## config.mk

```make
export PLATFORM = sky130hd
export DESIGN_NAME = wav53_line_engine
export DESIGN_NICKNAME = d
export VERILOG_FILES = /design/src/rtl/wav53_pkg.sv /design/src/rtl/wav53_pairq.sv /design/src/rtl/wav53_bandfifo.sv /design/src/rtl/wav53_row.sv /design/src/rtl/wav53_col.sv /design/src/rtl/wav53_line_engine.sv
export SDC_FILE = /design/constraint.sdc
export NUM_CORES = 1
export LEC_CHECK = 0
export BUFFER_PORTS_ARGS = -buffer_cell sky130_fd_sc_hd__buf_4
export CAP_MARGIN = 25
export CORE_ASPECT_RATIO = 1.5
export CORE_MARGIN = 10
export CORE_UTILIZATION = 30
export CTS_CLUSTER_SIZE = 28
export DETAILED_ROUTE_END_ITERATION = 12
export PLACE_DENSITY = 0.54
export SLEW_MARGIN = 5
export SYNTH_ARGS = -nofsm -noshare
export SYNTH_HDL_FRONTEND = slang
export SYNTH_SLANG_ARGS = --single-unit
```

## constraint.sdc

```tcl
create_clock -name clk -period 11.4 [get_ports clk]
set_input_delay 2.85 -clock clk [delete_from_list [all_inputs] [get_ports clk]]
set_output_delay 2.85 -clock clk [all_outputs]
set_load 0.1 [all_outputs]
```

## src/rtl/wav53_pkg.sv

```systemverilog
`timescale 1ns/1ps
package wav53_pkg;

  typedef enum logic [1:0] {
    BAND_LL = 2'd0,
    BAND_HL = 2'd1,
    BAND_LH = 2'd2,
    BAND_HH = 2'd3
  } band_e;

  // High-pass lifting step: odd sample minus floor of neighbour mean.
  function automatic int lift_pred(int odd_s, int ev_l, int ev_r);
    return odd_s - ((ev_l + ev_r) >>> 1);
  endfunction

  // Low-pass lifting step: even sample plus rounded quarter of two highs.
  function automatic int lift_upd(int ev, int hi_l, int hi_r);
    return ev + ((hi_l + hi_r + 2) >>> 2);
  endfunction

endpackage

```

## src/rtl/wav53_pairq.sv

```systemverilog
`timescale 1ns/1ps
// Two-entry queue: takes zero, one or two items per cycle, gives one.
module wav53_pairq #(
  parameter int DW = 10
) (
  input  logic          clk,
  input  logic          rst,
  input  logic [1:0]    push_n,
  input  logic [DW-1:0] d0,
  input  logic [DW-1:0] d1,
  input  logic          pop,
  output logic          out_valid,
  output logic [DW-1:0] out_data,
  output logic          room2
);
  logic [DW-1:0] q0, q1, n0, n1;
  logic [1:0]    cnt, nc;

  assign out_valid = (cnt != 2'd0);
  assign out_data  = q0;
  assign room2     = (cnt == 2'd0) || (cnt == 2'd1 && pop);

  always_comb begin
    n0 = q0;
    n1 = q1;
    nc = cnt;
    if (pop && cnt != 2'd0) begin
      n0 = q1;
      nc = cnt - 2'd1;
    end
    if (push_n != 2'd0) begin
      if (nc == 2'd0) n0 = d0;
      else            n1 = d0;
      nc = nc + 2'd1;
    end
    if (push_n == 2'd2) begin
      n1 = d1;
      nc = nc + 2'd1;
    end
  end

  always_ff @(posedge clk) begin
    if (rst) cnt <= 2'd0;
    else     cnt <= nc;
    q0 <= n0;
    q1 <= n1;
  end
endmodule

```

## src/rtl/wav53_bandfifo.sv

```systemverilog
`timescale 1ns/1ps
// Holds one band (half a row) of the pending odd row.
module wav53_bandfifo #(
  parameter int DW    = 10,
  parameter int DEPTH = 8
) (
  input  logic          clk,
  input  logic          rst,
  input  logic          push,
  input  logic [DW-1:0] din,
  input  logic          pop,
  output logic [DW-1:0] dout
);
  localparam int PW = (DEPTH > 1) ? $clog2(DEPTH) : 1;

  logic [DW-1:0] mem [DEPTH];
  logic [PW-1:0] wp, rp;

  assign dout = mem[rp];

  always_ff @(posedge clk) begin
    if (rst) begin
      wp <= '0;
      rp <= '0;
    end else begin
      if (push) wp <= (int'(wp) == DEPTH - 1) ? '0 : wp + 1'b1;
      if (pop)  rp <= (int'(rp) == DEPTH - 1) ? '0 : rp + 1'b1;
    end
  end

  always_ff @(posedge clk) begin
    if (push) mem[wp] <= din;
  end
endmodule

```

## src/rtl/wav53_row.sv

```systemverilog
`timescale 1ns/1ps
// Horizontal lifting: emits s[n], d[n] pairs in column order.
module wav53_row
  import wav53_pkg::*;
#(
  parameter int PIX_W  = 8,
  parameter int COEF_W = 10,
  parameter int IMG_W  = 16
) (
  input  logic                     clk,
  input  logic                     rst,
  input  logic                     in_valid,
  input  logic [PIX_W-1:0]         in_pix,
  output logic                     in_ready,
  output logic                     rc_valid,
  output logic signed [COEF_W-1:0] rc_data,
  input  logic                     rc_ready
);
  localparam int CW = (IMG_W > 2) ? $clog2(IMG_W) : 1;

  logic [CW-1:0]            col;
  logic signed [COEF_W-1:0] xe, xo, dprev, px, ev_r, od, d, s, dl;
  logic                     room2, take, last, first, emit;
  logic [1:0]               push_n;

  assign px       = $signed({{(COEF_W - PIX_W){1'b0}}, in_pix});
  assign in_ready = room2;
  assign take     = in_valid && in_ready;
  assign last     = (int'(col) == IMG_W - 1);

  always_comb begin
    od     = col[0] ? px : xo;
    ev_r   = col[0] ? xe : px;              // right edge mirrors x[2n]
    d      = COEF_W'(lift_pred(int'(od), int'(xe), int'(ev_r)));
    first  = (int'(col) <= 2);
    dl     = first ? d : dprev;             // left edge mirrors d[0]
    s      = COEF_W'(lift_upd(int'(xe), int'(dl), int'(d)));
    emit   = take && (col[0] ? last : (col != '0));
    push_n = emit ? 2'd2 : 2'd0;
  end

  always_ff @(posedge clk) begin
    if (rst)       col <= '0;
    else if (take) col <= last ? '0 : col + 1'b1;
  end

  always_ff @(posedge clk) begin
    if (take) begin
      if (col[0]) xo <= px;
      else        xe <= px;
    end
    if (emit) dprev <= d;
  end

  wav53_pairq #(.DW(COEF_W)) u_q (
    .clk       (clk),
    .rst       (rst),
    .push_n    (push_n),
    .d0        (s),
    .d1        (d),
    .pop       (rc_valid && rc_ready),
    .out_valid (rc_valid),
    .out_data  (rc_data),
    .room2     (room2)
  );
endmodule

```

## src/rtl/wav53_col.sv

```systemverilog
`timescale 1ns/1ps
// Vertical lifting over row coefficients with three stored lines.
module wav53_col
  import wav53_pkg::*;
#(
  parameter int COEF_W = 10,
  parameter int IMG_W  = 16,
  parameter int IMG_H  = 16
) (
  input  logic                     clk,
  input  logic                     rst,
  input  logic                     rc_valid,
  input  logic signed [COEF_W-1:0] rc_data,
  output logic                     rc_ready,
  output logic                     out_valid,
  output logic signed [COEF_W-1:0] out_coef,
  output logic [1:0]               out_band,
  input  logic                     out_ready
);
  localparam int CW   = (IMG_W > 2) ? $clog2(IMG_W) : 1;
  localparam int RW   = (IMG_H > 2) ? $clog2(IMG_H) : 1;
  localparam int HALF = IMG_W / 2;
  localparam int QW   = COEF_W + 2;

  logic [CW-1:0]            col;
  logic [RW-1:0]            row;
  logic                     flushing;
  logic signed [COEF_W-1:0] even_row [IMG_W];
  logic signed [COEF_W-1:0] dl_row   [IMG_W];
  logic [COEF_W-1:0]        fout     [2];
  logic signed [COEF_W-1:0] r0, r1, r2, dv, sv, dsel;
  logic                     room2, take, step, fire, lastc, first;
  logic [1:0]               push_n;
  logic [QW-1:0]            q_d0, q_d1, q_out;

  assign rc_ready = !flushing && room2;
  assign take     = rc_valid && rc_ready;
  assign step     = flushing && room2;
  assign fire     = step || (take && !row[0] && row != '0);
  assign lastc    = (int'(col) == IMG_W - 1);

  generate
    for (genvar b = 0; b < 2; b++) begin : g_band
      wav53_bandfifo #(.DW(COEF_W), .DEPTH(HALF)) u_fifo (
        .clk  (clk),
        .rst  (rst),
        .push (take && row[0] && (int'(col[0]) == b)),
        .din  (rc_data),
        .pop  (fire && (int'(col[0]) == b)),
        .dout (fout[b])
      );
    end
  endgenerate

  always_comb begin
    r0     = even_row[col];
    r1     = $signed(fout[col[0]]);
    r2     = flushing ? r0 : rc_data;      // bottom edge mirrors r[2m]
    dv     = COEF_W'(lift_pred(int'(r1), int'(r0), int'(r2)));
    first  = flushing ? (IMG_H == 2) : (int'(row) == 2);
    dsel   = first ? dv : dl_row[col];     // top edge mirrors D[0]
    sv     = COEF_W'(lift_upd(int'(r0), int'(dsel), int'(dv)));
    q_d0   = {1'b0, col[0], sv};
    q_d1   = {1'b1, col[0], dv};
    push_n = fire ? 2'd2 : 2'd0;
  end

  always_ff @(posedge clk) begin
    if (rst) begin
      col      <= '0;
      row      <= '0;
      flushing <= 1'b0;
    end else if (take || step) begin
      col <= lastc ? '0 : col + 1'b1;
      if (lastc) begin
        if (flushing) begin
          flushing <= 1'b0;
        end else if (int'(row) == IMG_H - 1) begin
          flushing <= 1'b1;
          row      <= '0;
        end else begin
          row <= row + 1'b1;
        end
      end
    end
  end

  always_ff @(posedge clk) begin
    if (take && !row[0]) even_row[col] <= rc_data;
    if (fire)            dl_row[col]   <= dv;
  end

  wav53_pairq #(.DW(QW)) u_q (
    .clk       (clk),
    .rst       (rst),
    .push_n    (push_n),
    .d0        (q_d0),
    .d1        (q_d1),
    .pop       (out_valid && out_ready),
    .out_valid (out_valid),
    .out_data  (q_out),
    .room2     (room2)
  );

  assign out_band = q_out[QW-1:COEF_W];
  assign out_coef = $signed(q_out[COEF_W-1:0]);
endmodule

```

## src/rtl/wav53_line_engine.sv

```systemverilog
`timescale 1ns/1ps
module wav53_line_engine
  import wav53_pkg::*;
#(
  parameter int PIX_W  = 8,
  parameter int IMG_W  = 16,
  parameter int IMG_H  = 16,
  localparam int COEF_W = PIX_W + 2
) (
  input  logic                     clk,
  input  logic                     rst,
  input  logic                     in_valid,
  output logic                     in_ready,
  input  logic [PIX_W-1:0]         in_pix,
  output logic                     out_valid,
  input  logic                     out_ready,
  output logic signed [COEF_W-1:0] out_coef,
  output logic [1:0]               out_band,
  output logic                     out_next_level
);
  logic                     rc_valid, rc_ready;
  logic signed [COEF_W-1:0] rc_data;

  wav53_row #(.PIX_W(PIX_W), .COEF_W(COEF_W), .IMG_W(IMG_W)) u_row (
    .clk      (clk),
    .rst      (rst),
    .in_valid (in_valid),
    .in_pix   (in_pix),
    .in_ready (in_ready),
    .rc_valid (rc_valid),
    .rc_data  (rc_data),
    .rc_ready (rc_ready)
  );

  wav53_col #(.COEF_W(COEF_W), .IMG_W(IMG_W), .IMG_H(IMG_H)) u_col (
    .clk       (clk),
    .rst       (rst),
    .rc_valid  (rc_valid),
    .rc_data   (rc_data),
    .rc_ready  (rc_ready),
    .out_valid (out_valid),
    .out_coef  (out_coef),
    .out_band  (out_band),
    .out_ready (out_ready)
  );

  assign out_next_level = (out_band == BAND_LL);
endmodule

```

# Word level (Yosys, flattened, before mapping)
# Memories as Yosys holds them, arrays and structs flattened. A register that Yosys moved wholly into a read port is not among the register bits.
# Cells that the tools add are included.
[op_classes]
addsub = 23
order_cmp = 2
n_eq_ne = 14
n_mux = 55
bitwise = 4
reduce_logical = 41
[ops]
columns = ["cell", "n"]
rows = [
  ["10-bit two-way mux", 14],
  ["10-bit by 10-bit adder with 11-bit output", 4],
  ["12-bit two-way mux", 3],
  ["11-bit two-way mux", 3],
  ["4-bit two-way mux", 7],
  ["12-bit by 3-bit adder with 12-bit output, second input constant", 2],
  ["3-bit two-way mux", 8],
  ["10-bit adder", 2],
  ["10-bit subtractor", 2],
  ["1-bit logical AND", 17],
  ["2-bit two-way mux", 8],
  ["3-bit by 1-bit adder with 3-bit output, second input constant", 4],
  ["4-bit by 1-bit adder with 4-bit output, second input constant", 3],
  ["3-bit by 1-bit equality test with 1-bit output, second input constant", 4],
  ["4-bit by 1-bit equality test with 1-bit output, second input constant", 3],
  ["1-bit two-way mux", 12],
  ["2-bit nonzero test", 6],
  ["2-bit logical NOT", 5],
  ["2-bit by 1-bit adder with 2-bit output, second input constant", 4],
  ["2-bit AND reduction", 4],
  ["4-bit nonzero test", 2],
  ["2-bit by 1-bit equality test with 1-bit output, second input constant", 2],
  ["2-bit equality test, second input constant", 2],
  ["4-bit by 3-bit equality test with 1-bit output, second input constant", 1],
  ["other kinds (9)", 17],
]
[word_totals]
reg_bits = 103
ram_bits = 480
out_inout_bits = 15
n_memories = 4
[memory_table]
columns = ["name", "words", "width", "rd", "rd_ports_with_merged_regs", "write_ports", "line", "rtl"]
rows = [
  ["u_col.dl_row", 16, 10, 1, 1, 1, "wav53_col.sv:29", "logic signed [COEF_W-1:0] dl_row [IMG_W];"],
  ["u_col.even_row", 16, 10, 1, 1, 1, "wav53_col.sv:28", "logic signed [COEF_W-1:0] even_row [IMG_W];"],
  ["u_col.g_band[0].u_fifo.mem", 8, 10, 1, 1, 1, "wav53_bandfifo.sv:16", "logic [DW-1:0] mem [DEPTH];"],
  ["u_col.g_band[1].u_fifo.mem", 8, 10, 1, 1, 1, "wav53_bandfifo.sv:16", ""],
]

# Depth between registers and ports, before layout
# Gate-level depths: netlist (run 1).
[depth]
ltp_word = 15
mapped_depth = 36

# Cells and area by module
# From an unflattened synthesis (run 1), not the netlist that was laid out.
[unflattened]
cells_unflattened = 1637
area_unflattened_um2 = 27436.3
[by_module_without_submodules]
columns = ["module", "n_inst", "cells_each", "area_each_um2", "seq_area_each_um2"]
rows = [
  ["wav53_col", 1, 821, 14824.2, 9869.5],
  ["wav53_bandfifo", 2, 155, 3458.3, 2582.5],
  ["wav53_row", 1, 323, 3241.9, 980.9],
  ["wav53_pairq (u_col.u_q)", 1, 105, 1291.2, 640.6],
  ["wav53_pairq (u_row.u_q)", 1, 77, 1158.6, 540.5],
  ["wav53_line_engine", 1, 1, 3.8, 0.0],
]

# Least setup slack after synthesis (run 1)
# No wires, ideal clock.
[synth_timing]
kind = "input -> register"
from = "in in_pix[1]"
to = "reg u_row.u_q.q1[9] (data pin)"
setup_ns = 0.268
arrival_time_ns = 7.899
path_slack_ns = 3.233
stages = 31
cell_sequence = "mux2i_1 > inv_1 > ha_1 > inv_1 > nor2_1 > o21ai_0 > nand2_1 > xnor2_1 > ha_1 > inv_1 > o21ai_0 > a21oi_1 > o21ai_0 > xor2_1 > mux2_2 > ha_1 > inv_1 > a2111oi_0 > nor2_1 > xor2_1 > ha_1 > inv_1 > o21bai_1 > a21oi_1 > o21bai_1 > a21oi_1 > o21bai_1 > a21oi_1 > xor2_1 > xnor2_1 > mux2i_1"
[synth_via]
elab_chain_cells = 10
word_cells_on_any_way = 11
[synth_rtl]
columns = ["item", "line", "rtl"]
rows = [
  ["start: declaration", "wav53_line_engine.sv:14", "input logic [PIX_W-1:0] in_pix,"],
  ["10-bit two-way mux (*)", "wav53_row.sv:33", "ev_r = col[0] ? xe : px;"],
  ["via u_row.ev_r[1]", "wav53_row.sv:22", "logic signed [COEF_W-1:0] xe, xo, dprev, px, ev_r, od, d, s, dl;"],
  ["10-bit by 10-bit adder with 11-bit output (*)", "wav53_pkg.sv:13", "return odd_s - ((ev_l + ev_r) >>> 1);"],
  ["10-bit subtractor (*)", "wav53_pkg.sv:13", ""],
  ["via u_row.d[5]", "wav53_row.sv:22", ""],
  ["10-bit two-way mux", "wav53_row.sv:36", "dl = first ? d : dprev;"],
  ["10-bit by 10-bit adder with 11-bit output (*)", "wav53_pkg.sv:18", "return ev + ((hi_l + hi_r + 2) >>> 2);"],
  ["12-bit by 3-bit adder with 12-bit output (*)", "wav53_pkg.sv:18", ""],
  ["10-bit adder (*)", "wav53_pkg.sv:18", ""],
  ["10-bit two-way mux (*)", "wav53_pairq.sv:32", "if (nc == 2'd0) n0 = d0;"],
  ["10-bit two-way mux (*)", "wav53_pairq.sv:31", "if (push_n != 2'd0) begin"],
  ["10-bit two-way mux (*)", "wav53_pairq.sv:36", "if (push_n == 2'd2) begin"],
  ["via u_row.u_q.n1[9]", "wav53_pairq.sv:16", "logic [DW-1:0] q0, q1, n0, n1;"],
  ["end signal: assignment", "wav53_pairq.sv:46", "q1 <= n1;"],
  ["end: declaration", "wav53_pairq.sv:16", ""],
]
# The timed path passes the listed nets; every way through them passes the cells marked *. The select of a mux whose other input is x is not followed.
# A chain may end at the register's enable or synchronous reset.

# Worst setup path after layout (run 1)
# Same ends and word-level chain as after synthesis.

==> flow_metrics.env, run 1 <==
export IMPL_status="finished clean"
export IMPL_htree_levels=2
export IMPL_antenna_found_initial=0
export IMPL_cp_required_ns=11.77
export IMPL_hp_class="register to register"
export IMPL_tightest_slew_ns=0.953
export IMPL_ff2ff_setup_slack_ns=2.88
export IMPL_ios=27
export IMPL_ys_flop_type="edfxtp_1"
export IMPL_skew_ns=0.0378
export IMPL_synth_cell_type_count=70
export IMPL_cp_start_kind="input port"
export IMPL_drt_pass1_iter_count=5
export IMPL_clock_latency_ns=0.62
export IMPL_synth_commonest_cells="edfxtp_1, mux4_2, nand2_1"
export IMPL_setup_ws_ns=2.85
export IMPL_slowest_stage="a2111oi_0"
export IMPL_cts_repair_resized=0
export IMPL_syn_area_um2=26700
export IMPL_grt_max_degree=42
export IMPL_pre_cts_ws_ns=2.16
export IMPL_grt_pass1_vias=15400
export IMPL_cts_setup_buffers=0
export IMPL_netlist_area_leader_share=0.598
export IMPL_dp_hpwl_um=41900
export IMPL_crit_fanout=4
export IMPL_crit_arrival_ns=8.92
export IMPL_start_util=0.303
export IMPL_reg2reg_to="u_col.u_q.q1[9]"
export IMPL_synth_area_top_cells="edfxtp_1, mux4_2, dfxtp_1"
export IMPL_synthCells=1679
export IMPL_routedWlPerCell_um=20.5
export IMPL_dieArea_um2=101000
export IMPL_portBuffers=26
export IMPL_rows=133
export IMPL_yosysSeqAreaShare=0.645
export IMPL_fin_crit_sh=0.750
export IMPL_core_um2=87900
export IMPL_critPathLaunch="in_pix[1]"
export IMPL_hold_viol=0
export IMPL_drtAntennaViolNets=0
export IMPL_syn_nets=1792
export IMPL_synth_seq_cells=593
export IMPL_dpl_cell_area_um2=28600
export IMPL_area_growth_synth_to_final_pct=14.6
export IMPL_crit_path_end_kind="register"
export IMPL_postSynthAreaPerCell_um2=15.9
export IMPL_drt_iter0_markers=924
export IMPL_setup_violations=0
export IMPL_rsz0062_at_grt="false"
export IMPL_crit_top_cell="inv_1"
export IMPL_hold_path_startpoint="u_col.u_q.q1[11]"
export IMPL_gp_congestion=0.812
export IMPL_slew_headroom=0.348
export IMPL_critical_path_class="input port to register"
export IMPL_yosysMostFrequentCell="edfxtp_1"
export IMPL_max_freq_ghz=0.117
export IMPL_layout_nets=1885
export IMPL_fillerInstances=8385
export IMPL_fin_area_um2=30500
export IMPL_async_reset_ff_frac=0
export IMPL_fp_dieW_um=263
export IMPL_grt_overflow_total=0
export IMPL_grt_usage=0.119
export IMPL_synth_top_cell_by_area="edfxtp_1"
export IMPL_synth_edf_count=531
export IMPL_die_h_um=385
export IMPL_dpl_cell_count=2858
export IMPL_route_detailed_drc=0
export IMPL_ctsHoldBuffers=0
export IMPL_cts_root_buf="clkbuf_16"
export IMPL_clockBufferDepth=3
export IMPL_yosysWarningCount=0
export IMPL_period_needed_ns=8.55
export IMPL_diodes=0
export IMPL_clkSlewWorstSetupHoldPaths_ns=0.07
export IMPL_clock_sinks=593
export IMPL_drive_gt1_frac=0.218
export IMPL_cts_buffers=56
export IMPL_fin_cells=2967
export IMPL_maxCapViolCount=0
export IMPL_r2r_cells=26
export IMPL_crit_path_max_incr_delay_ns=0.75
export IMPL_multiInputGateArea_um2=9000
export IMPL_vias=14200
export IMPL_finalSetupTns_ns=0
export IMPL_cts_tree="built"
export IMPL_grt_pass1_wl_um=93000
export IMPL_via_per_inst=4.79
export IMPL_final_max_slew_viol_count=0
export IMPL_routed_wl_um=61000
export IMPL_seq_area_um2=17200
export IMPL_setup_worst_path_end="u_row.u_q.q1[9]"
critical path: cells and delay by family:
family	cells	cell delay, ns
mux	3	0.64
fa+ha+maj	4	1.24
buf+inv	6	0.41
simple gates	3	0.33
compound gates	11	2.56
xor+xnor	5	0.88
metal layers:
layer  vias to the layer above  part of all wire  global-route usage
met5                         -                 0                   0
met4                         0             0.024              0.0369
met3                        79             0.027              0.0147
met2                       192              0.57               0.236
met1                      7306              0.38               0.127
li1                       6649                 -                   -
worst min-delay path by stage:
stage / end / slack (ns) / cells after the start
floorplan: u_col.u_q.q1[11] / 0.41 / 1
global placement: u_col.u_q.q1[11] / 0.43 / 1
detailed placement: u_col.u_q.q1[11] / 0.43 / 1
CTS: u_col.u_q.q1[11] / 0.45 / 1
global route: u_col.u_q.q1[11] / 0.48 / 1
finish: u_col.u_q.q1[11] / 0.45 / 1
placed cells by master, fill, tap and decap left out, types with 14 or more instances in the layout:
cell       count
dfxtp_1       60
mux2i_1       34
mux2_2        45
nor2b_1       20
a31oi_1       15
clkbuf_16     62
nor3_1        14
nand2_1      124
nor2_1       110
edfxtp_1     531
a21o_1        17
ha_1          95
mux4_2       132
xor2_1        39
buf_4         94
xnor2_1       44
nand2b_1      15
inv_1         58
o21ai_0       46
a21oi_1       81
layout make-up:
cell class / count / area share
Inverter: 60 / 0.00738
Sequential cell: 593 / 0.563
Tap cell: 1147 / 0.0470
Timing Repair Buffer: 102 / 0.0271
Multi-Input combinational cell: 959 / 0.295
Clock inverter: 28 / 0.00680
Clock buffer: 78 / 0.0537
state kept, by name (all words and copies together), names as in the netlist, named ones only:
name and count:
u_col.even_row 160, u_col.u_q.q1 12, u_col.g_band.u_fifo.rp 6, u_row.dprev 10, u_col.u_q.cnt 2, u_row.u_q.out_data 10
u_col.flushing 1, u_col.u_q.out_data 12, u_col.g_band.u_fifo.mem 160, u_col.row 4, u_row.u_q.q1 10, u_row.xe 10
u_col.g_band.u_fifo.wp 6, u_col.dl_row 160, u_col.col 4, u_row.col 4, u_row.u_q.cnt 2, u_row.xo 10
kinds of logic after synthesis:
kind of cell    Yosys count  synth area share
flops                   593             0.645
simple gates            334            0.0564
compound gates          219            0.0510
mux                     216             0.148
buf+inv                 127            0.0195
fa+ha+maj               102            0.0495
xor+xnor                 88            0.0306
per-stage QoR:
step | hold WS (ns) | utilization
2_1_floorplan | 0.411 | -
3_3_place_gp | 0.426 | 0.324
3_5_place_dp | 0.434 | 0.326
4_1_cts | 0.455 | 0.347
5_1_grt | 0.481 | 0.348
6_report | 0.454 | 0.348
Power of run 1 is not shown: default switching activity piles up to over one toggle a cycle in this logic, so the estimate is an artifact.
==> inputs of run 2 (changes only) <==
--- a/config.mk
+++ b/config.mk
@@ -12,7 +12,7 @@
 export CORE_UTILIZATION = 30
 export CTS_CLUSTER_SIZE = 28
 export DETAILED_ROUTE_END_ITERATION = 12
-export PLACE_DENSITY = 0.54
+export PLACE_DENSITY = 0.55
 export SLEW_MARGIN = 5
 export SYNTH_ARGS = -nofsm -noshare
 export SYNTH_HDL_FRONTEND = slang
==> constraint.sdc (replaced) <==
create_clock -name clk -period 7.45 [get_ports clk]
set_input_delay 1.8625 -clock clk [delete_from_list [all_inputs] [get_ports clk]]
set_output_delay 1.8625 -clock clk [all_outputs]
set_load 0.1 [all_outputs]
==> run 2 against run 1 <==
Effect of this change: count of clock-buffer cells in the layout down 14; clock skew up 0.0049 ns; utilization up 1.3 points; register-to-register slack worse by 2.6 ns; design area increased by 3.7%; hold slack got worse by 0.013 ns; global-route usage up 0.37 points.
==> flow_metrics.env, run 2 (synthesis results as in run 1) <==
export IMPL_r2r_cells=26
export IMPL_diodes=0
export IMPL_core_um2=87900
export IMPL_critical_path_class="register to register"
export IMPL_layout_nets=2017
export IMPL_antenna_found_initial=0
export IMPL_portBuffers=26
export IMPL_crit_path_end_kind="register"
export IMPL_dp_hpwl_um=44200
export IMPL_area_growth_synth_to_final_pct=18.8
export IMPL_skew_ns=0.0427
export IMPL_hold_path_startpoint="u_col.u_q.q1[11]"
export IMPL_crit_family="compound AO/OA/AOI/OAI gates"
export IMPL_vias=14800
export IMPL_hold_viol=0
export IMPL_dpl_cell_area_um2=29600
export IMPL_cts_buffers=56
export IMPL_gp_congestion=0.805
export IMPL_fp_dieW_um=263
export IMPL_cp_required_ns=7.82
export IMPL_fin_area_um2=31700
export IMPL_htree_levels=2
export IMPL_rows=133
export IMPL_crit_fanout=9
export IMPL_start_util=0.303
export IMPL_slowest_stage="mux4_2"
export IMPL_clockBufferDepth=3
export IMPL_crit_top_cell="ha_1"
export IMPL_routedWlPerCell_um=20.3
export IMPL_crit_path_max_incr_delay_ns=0.62
export IMPL_grt_usage=0.123
export IMPL_path_depth=26
export IMPL_drtAntennaViolNets=0
export IMPL_status="finished clean"
export IMPL_cp_start_kind="register"
export IMPL_drt_pass1_iter_count=5
export IMPL_cts_root_buf="clkbuf_16"
export IMPL_cts_tree="built"
export IMPL_grt_max_degree=41
export IMPL_via_per_inst=4.79
export IMPL_routed_wl_um=63000
export IMPL_reg_top3="u_col.dl_row: 160 flops, u_col.even_row: 160 flops, u_col.g_band.u_fifo.mem: 160 flops"
export IMPL_path_buf_inv=2
export IMPL_hold_path_depth=1
export IMPL_final_cell_mix="edfxtp_1, buf_4, mux4_2"
export IMPL_tightest_slew_ns=0.981
export IMPL_clock_sinks=593
export IMPL_max_freq_ghz=0.140
export IMPL_grt_pass1_vias=15800
export IMPL_slew_headroom=0.342
export IMPL_final_util=0.360
export IMPL_grt_overflow_total=0
export IMPL_clock_latency_ns=0.64
export IMPL_hp_class="register to register"
export IMPL_die_h_um=385
export IMPL_grt_pass1_wl_um=96000
export IMPL_fin_crit_sh=0.960
export IMPL_drt_iter0_markers=929
export IMPL_final_max_slew_viol_count=0
export IMPL_setup_violations=0
export IMPL_ios=27
export IMPL_maxCapViolCount=0
export IMPL_final_common_cell="edfxtp_1"
export IMPL_drive_gt1_frac=0.283
export IMPL_dieArea_um2=101000
export IMPL_route_detailed_drc=0
export IMPL_fillerInstances=8345
export IMPL_crit_arrival_ns=7.53
export IMPL_period_needed_ns=7.15
export IMPL_clkSlewWorstSetupHoldPaths_ns=0.07
==> run 2: cell count changes in the layout (fill, tap and decap cells not counted), sizes merged <==
cell | previous run | this run
buf | 100 | 234
clkbuf | 80 | 64
clkinv | 26 | 31
inv | 60 | 64
bufinv | 1 | 3
clkinvlp | 1 | 3
==> run 2: final cells by class <==
| type | count | area (um^2) | share of cell area |
|---|---|---|---|
| Multi-Input combinational cell | 959 | 9140 | 0.289 |
| Sequential cell | 593 | 17200 | 0.543 |
| Clock buffer | 64 | 1450 | 0.0458 |
| Tap cell | 1147 | 1440 | 0.0453 |
| Inverter | 60 | 225 | 0.00711 |
| Clock inverter | 41 | 368 | 0.0116 |
| Timing Repair Buffer | 234 | 1840 | 0.0582 |
==> run 2: what timing repair did <==
item	4_1_cts	5_1_grt
gates resized for setup	2	22
pin swaps	1	7
hold endpoints to repair	0	0
buffers inserted	5	11
setup endpoints to repair	4	9
hold buffers	0	0
==> run 2: layer usage <==
| layer | part of all wire | track usage | up-vias | routed length (um) |
|---|---|---|---|---|
| met1 | 0.37 | 0.126 | 7619 | 23200 |
| met2 | 0.57 | 0.247 | 218 | 36200 |
| li1 | - | - | 6913 | - |
| met4 | 0.033 | 0.0448 | 0 | 2080 |
| met3 | 0.025 | 0.0154 | 88 | 1590 |
| met5 | 0 | 0 | - | 0 |
==> run 2: per-stage QoR <==
step | setup TNS (ns) | hold WS, ns | instances | setup WS (ns)
finish | 0 | 0.441 | 3098 | 0.300
CTS | 0 | 0.446 | 3085 | 0.0290
global route | -0.0813 | 0.461 | 3098 | -0.0466
floorplan | 0 | 0.411 | 1679 | 0.0277
global placement | -0.226 | 0.426 | 2968 | -0.106
detailed placement | -0.476 | 0.425 | 2975 | -0.156
==> run 2: final timing paths <==
path,to,slack (ns)
setup / recovery,u_col.u_q.q1[8],0.30
hold reg to reg,u_col.u_q.q1[11],0.44
setup reg to reg,u_col.u_q.q1[8],0.30
hold / removal,u_col.u_q.q1[11],0.44
Power of run 2 is left out for the same reason.
